===== config.mk =====
export PLATFORM = sky130hd
export DESIGN_NAME = solenoid_lock_drv
export DESIGN_NICKNAME = d
export VERILOG_FILES = /design/src/rtl/sol_pkg.sv /design/src/rtl/sol_tick_gen.sv /design/src/rtl/sol_cfg_reg.sv /design/src/rtl/sol_lane.sv /design/src/rtl/solenoid_lock_drv.sv
export SDC_FILE = /design/constraint.sdc
export NUM_CORES = 1
export LEC_CHECK = 0
export BUFFER_PORTS_ARGS = -buffer_cell sky130_fd_sc_hd__buf_2
export CAP_MARGIN = 20
export CORE_ASPECT_RATIO = 0.5
export CORE_MARGIN = 4
export CORE_UTILIZATION = 64
export DETAILED_ROUTE_END_ITERATION = 6
export GPL_TIMING_DRIVEN = 0
export PLACE_DENSITY = 0.88
export SLEW_MARGIN = 20
export SYNTH_ARGS = -nofsm -noshare
export SYNTH_HDL_FRONTEND = slang
export SYNTH_HIERARCHICAL = 1
export SYNTH_SLANG_ARGS = --single-unit

===== constraint.sdc =====
create_clock -name clk -period 4.37 [get_ports clk]
set_input_delay 1.0925 -clock clk [delete_from_list [all_inputs] [get_ports clk]]
set_output_delay 1.0925 -clock clk [all_outputs]
set_load 0.02 [all_outputs]

===== src/rtl/sol_pkg.sv =====
package sol_pkg;
    typedef enum logic [1:0] {
        LN_IDLE  = 2'd0,
        LN_HOLD  = 2'd1,
        LN_PULSE = 2'd2
    } lane_state_e;
endpackage


===== src/rtl/sol_tick_gen.sv =====
module sol_tick_gen #(
    parameter int TICK_CYCLES = 200000
) (
    input  logic clk,
    input  logic rst_n,
    output logic tick
);
    localparam int CW = (TICK_CYCLES > 2) ? $clog2(TICK_CYCLES) : 1;
    localparam logic [CW-1:0] LAST = CW'(TICK_CYCLES - 1);

    logic [CW-1:0] div_q;

    always_ff @(posedge clk) begin
        if (!rst_n)            div_q <= '0;
        else if (div_q == LAST) div_q <= '0;
        else                   div_q <= div_q + 1'b1;
    end

    always_comb tick = (div_q == LAST);
endmodule


===== src/rtl/sol_cfg_reg.sv =====
module sol_cfg_reg #(
    parameter int CODE_W = 4
) (
    input  logic              clk,
    input  logic              rst_n,
    input  logic              cfg_we,
    input  logic [CODE_W-1:0] cfg_dur,
    input  logic              cfg_long,
    output logic [CODE_W-1:0] dur_q,
    output logic              long_q,
    output logic              clear_all
);
    logic done_q;

    always_comb clear_all = cfg_we && !done_q;

    always_ff @(posedge clk) begin
        if (!rst_n) begin
            done_q <= 1'b0;
            dur_q  <= '0;
            long_q <= 1'b0;
        end else if (clear_all) begin
            done_q <= 1'b1;
            dur_q  <= cfg_dur;
            long_q <= cfg_long;
        end
    end
endmodule


===== src/rtl/sol_lane.sv =====
module sol_lane
    import sol_pkg::*;
#(
    parameter int CNT_W = 8
) (
    input  logic             clk,
    input  logic             rst_n,
    input  logic             clear,
    input  logic             level_mode,
    input  logic             ctl_next,
    input  logic             fall_ev,
    input  logic             tick,
    input  logic [CNT_W-1:0] width_ticks,
    output logic             sol
);
    lane_state_e state_q, state_d;
    logic [CNT_W-1:0] cnt_q;

    always_comb begin
        state_d = state_q;
        if (clear) begin
            state_d = LN_IDLE;
        end else begin
            unique case (state_q)
                LN_IDLE: begin
                    if (level_mode && ctl_next)     state_d = LN_HOLD;
                    else if (!level_mode && fall_ev) state_d = LN_PULSE;
                end
                LN_HOLD: begin
                    if (!ctl_next) state_d = LN_IDLE;
                end
                LN_PULSE: begin
                    if (fall_ev)                       state_d = LN_PULSE;
                    else if (tick && cnt_q == CNT_W'(1)) state_d = LN_IDLE;
                end
                default: state_d = LN_IDLE;
            endcase
        end
    end

    always_ff @(posedge clk) begin
        if (!rst_n) begin
            state_q <= LN_IDLE;
            cnt_q   <= '0;
        end else begin
            state_q <= state_d;
            if (clear)                          cnt_q <= '0;
            else if (!level_mode && fall_ev)    cnt_q <= width_ticks;
            else if (state_q == LN_PULSE && tick) cnt_q <= cnt_q - 1'b1;
        end
    end

    always_comb sol = (state_q == LN_HOLD) || (state_q == LN_PULSE);
endmodule


===== src/rtl/solenoid_lock_drv.sv =====
module solenoid_lock_drv #(
    parameter int N_CH        = 2,
    parameter int CODE_W      = 4,
    parameter int LONG_RATIO  = 16,
    parameter int TICK_CYCLES = 200000
) (
    input  logic              clk,
    input  logic              rst_n,
    input  logic              cfg_we,
    input  logic [CODE_W-1:0] cfg_dur,
    input  logic              cfg_long,
    output logic [CODE_W-1:0] cfg_dur_rd,
    output logic              cfg_long_rd,
    input  logic              lock_we,
    input  logic [N_CH-1:0]   lock_wdata,
    output logic [N_CH-1:0]   lock_rdata,
    output logic [N_CH-1:0]   sol_out
);
    localparam int MAX_TICKS = ((1 << CODE_W) - 1) * LONG_RATIO;
    localparam int CNT_W     = $clog2(MAX_TICKS + 1);

    logic              tick;
    logic              clear_all;
    logic [CODE_W-1:0] dur_q;
    logic              long_q;
    logic              level_mode;
    logic [CNT_W-1:0]  width_ticks;
    logic [N_CH-1:0]   ctl_q, ctl_d, fall_ev;

    sol_tick_gen #(.TICK_CYCLES(TICK_CYCLES)) u_tick (
        .clk(clk), .rst_n(rst_n), .tick(tick)
    );

    sol_cfg_reg #(.CODE_W(CODE_W)) u_cfg (
        .clk(clk), .rst_n(rst_n), .cfg_we(cfg_we), .cfg_dur(cfg_dur),
        .cfg_long(cfg_long), .dur_q(dur_q), .long_q(long_q),
        .clear_all(clear_all)
    );

    always_comb begin
        level_mode  = (dur_q == '0);
        width_ticks = long_q ? CNT_W'(dur_q) * CNT_W'(LONG_RATIO)
                             : CNT_W'(dur_q);
        if (clear_all)    ctl_d = '0;
        else if (lock_we) ctl_d = lock_wdata;
        else              ctl_d = ctl_q;
        fall_ev = (lock_we && !clear_all) ? (ctl_q & ~lock_wdata) : '0;
    end

    always_ff @(posedge clk) begin
        if (!rst_n) ctl_q <= '0;
        else        ctl_q <= ctl_d;
    end

    for (genvar g = 0; g < N_CH; g++) begin : g_lane
        sol_lane #(.CNT_W(CNT_W)) u_lane (
            .clk(clk), .rst_n(rst_n), .clear(clear_all),
            .level_mode(level_mode), .ctl_next(ctl_d[g]),
            .fall_ev(fall_ev[g]), .tick(tick),
            .width_ticks(width_ticks), .sol(sol_out[g])
        );
    end

    assign cfg_dur_rd  = dur_q;
    assign cfg_long_rd = long_q;
    assign lock_rdata  = ctl_q;
endmodule


==> results.cfg <==
[clock_network]
htreeDepth = 2
post_cts.repair.setup_buffers = 0
cts_resized = 0
cts_buffer_depth = 2
insertion_delay_ps = 300
path_clk_slew_ps = 80
cts.sinks = 46
cts-root-buf = clkbuf_8
cts_tree = done
cts_buffers = 5
hold_buffers = 0

[power]
vdd_ir_drop_max_v = 0.000193
power.total_uw = 824
p_int_uw = 625
p_sw_share_pct = 24.2
cellLeakagePower_nw = 1.07
p_switching_uw = 199
p_comb_share_pct = 10.7
clock_power_share_pct = 36.2
pwr-share-seq_pct = 53.1
p_per_area_mw_per_mm2 = 298

[routing]
vias = 2098
postRouteAntennaNets = 0
viasPerCell = 5.88
routed_wl_um = 5120
post-route-drc-count = 0
routedWlPerCell_um = 14.3
drt_iter0_markers = 130
firstDrtPassIters = 5

[synth]
synth_edf_count = 0
syn_area_per_cell_sq_um = 8.93
synth_most_common_cell = dfxtp_1
ys.warnings.count = 6
ys_types = 38
syn-num-nets = 301
synthFlopType = dfxtp_1
ys_seq_area_share_pct = 37.0
synth_top_cell_area_share_pct = 37.0
synth_area_leader_cell = dfxtp_1
ys_ff_latch = 46
yosys-top-cells-count = dfxtp_1, nor2_1, nand2_1
synth_area_sq_mm = 0.00249
synth_area_leaders = dfxtp_1, ha_1, xor2_1
post_synth_inst_count = 279
synthArstFlopShare_pct = 0

[cells_and_area]
syn2layout_area_growth_pct = 11.0
postLayoutCellArea_sq_mm = 0.00277
antenna_cells = 0
utilization_pct = 77.2
fin_nets = 327
drive_gt1_share_pct = 13.7
fillCellCount = 259

[global_routing]
antenna_found_initial = 0
grt_pass1_wl_um = 8650
grt_max_degree = 15
grt_pass1_vias = 2016
grt-ovfl-total = 0
grt_usage_pct = 22.1

[place]
placed_area_sq_mm = 0.00266
port_buffers = 19
gp_congestion = 0.859
dp_hpwl_um = 3710

[sta]
slew_headroom_pct = 40.6
rsz0062_at_grt = no
finalCriticalPeriod_ps = 3140
period_share_pct = 71.9
hold_viol = 0
drv_slew = 0
setup_violations = 0
fin_setup_tns_ps = 0
tightestPinTransition_ps = 884
finClkSkew_ps = 6.89
max_freq_mhz = 318

[floorplan]
die-area_sq_mm = 0.00502
die_y_um = 52.1
core_area_sq_mm = 0.00358
chipWidth_um = 96.2
rows = 15
pin_count = 20
initial_core_util_pct = 69.5

[setup_path]
required_ps = 4590
slowest_delay_ps = 830
crit_fanout = 10
crit_arrival_ps = 3360
path_buf_inv = 0
path_delay_family = simple AND/OR/NAND/NOR gates
path_cells = ha_1, and4_1, nand2_1, nor4_2, nor4b_1, nand3_1, xor2_1, a211oi_1
crit_slowest_cell = nor4_2
crit_path_start_kind = flop
worstSetupEndpointType = flop
worstSetupPathType = reg2reg

[status]
status = finished clean

[min_path]
hp-class = reg2reg

[flow_run]
maxCapViolCount = 0
==> stage by stage <==
step	hold WS (ps)	worst slack [ps]	std cells
final	464	1230	357
after global routing	492	940	357
after CTS	470	1280	357
after detailed placement	452	1190	349
after global placement	441	979	349
after floorplan	426	1510	279
==> path summary, 6_finish.rpt <==
kind / end / slack [ps] / from / depth (start not counted)
max: g_lane[0].u_lane/cnt_q[7]$_SDFFE_PP0P_ / 1230 / u_tick/div_q[0]$_SDFF_PP0_ / 8
min: u_tick/div_q[0]$_SDFF_PP0_ / 460 / u_tick/div_q[0]$_SDFF_PP0_ / 1
max reg2reg: g_lane[0].u_lane/cnt_q[7]$_SDFFE_PP0P_ / 1230 / u_tick/div_q[0]$_SDFF_PP0_ / 8
min reg2reg: u_tick/div_q[0]$_SDFF_PP0_ / 460 / u_tick/div_q[0]$_SDFF_PP0_ / 1
==> placed cells by master (no fill, tap or decap), types with 2 or more instances in the layout <==
cell / n
or3_1: 7
nand4_1: 8
a21oi_1: 16
nor2_1: 28
a32o_1: 2
and2_1: 5
nor4_1: 4
or4b_1: 2
nor4b_1: 2
dfxtp_1: 46
o21ai_0: 18
nand2_1: 22
buf_2: 21
a31oi_1: 2
clkbuf_1: 4
mux2i_1: 11
buf_6: 4
xnor2_1: 9
a22oi_1: 2
nor2b_1: 6
clkbuf_8: 8
and4_1: 4
a211oi_1: 4
nand2b_1: 7
nand4b_1: 2
nand3_1: 12
xor2_1: 15
a21oi_2: 2
ha_1: 11
and4bb_1: 2
nor4_4: 2
inv_1: 10
==> cells by family after synthesis <==
| group | after synthesis | share of synthesized area (%) |
|---|---|---|
| AND/OR/NAND/NOR | 119 | 28.3 |
| AO/OA/AOI/OAI | 48 | 12.1 |
| flip-flops | 46 | 37.0 |
| XOR/XNOR | 24 | 8.44 |
| buffers and inverters | 20 | 4.32 |
| multiplexers | 11 | 4.42 |
| adder cells (fa/ha/maj) | 11 | 5.52 |
==> sequential cells by signal, summed over array words and instances, names as in the netlist <==
name / cells
g_lane.u_lane/cnt_q: 16
lock_rdata: 2
u_cfg/long_q: 1
u_cfg/dur_q: 4
g_lane.u_lane/state_q: 4
u_cfg/done_q: 1
u_tick/div_q: 18
==> power groups by stage <==
stage	clock (mW)	sequential, mW	combinational [mW]
2_1_floorplan	0	0.450	0.0590
3_3_place_gp	0	0.447	0.0842
3_5_place_dp	0	0.448	0.0874
4_1_cts	0.302	0.438	0.0884
5_1_grt	0.321	0.440	0.0982
6_report	0.298	0.438	0.0882
==> layout make-up <==
| cell class | instances | area [sq um] | share of cell area (%) |
|---|---|---|---|
| multi-input cells | 213 | 1470 | 53.1 |
| flip-flops and latches | 46 | 921 | 33.3 |
| clock buffers | 8 | 110 | 3.98 |
| plain buffers | 10 | 70.1 | 2.53 |
| inverters | 10 | 37.5 | 1.36 |
| repair buffers | 19 | 95.1 | 3.44 |
| well taps | 51 | 63.8 | 2.31 |
==> per-layer routing <==
layer	up-vias	share of wire, %	global-route usage (%)
met5	-	0	0
met4	0	1.2	7.31
met3	6	5.2	5.06
met2	46	49	39.5
met1	1000	45	26.4
li1	1046	-	-
(Power assumes the default switching activity.)
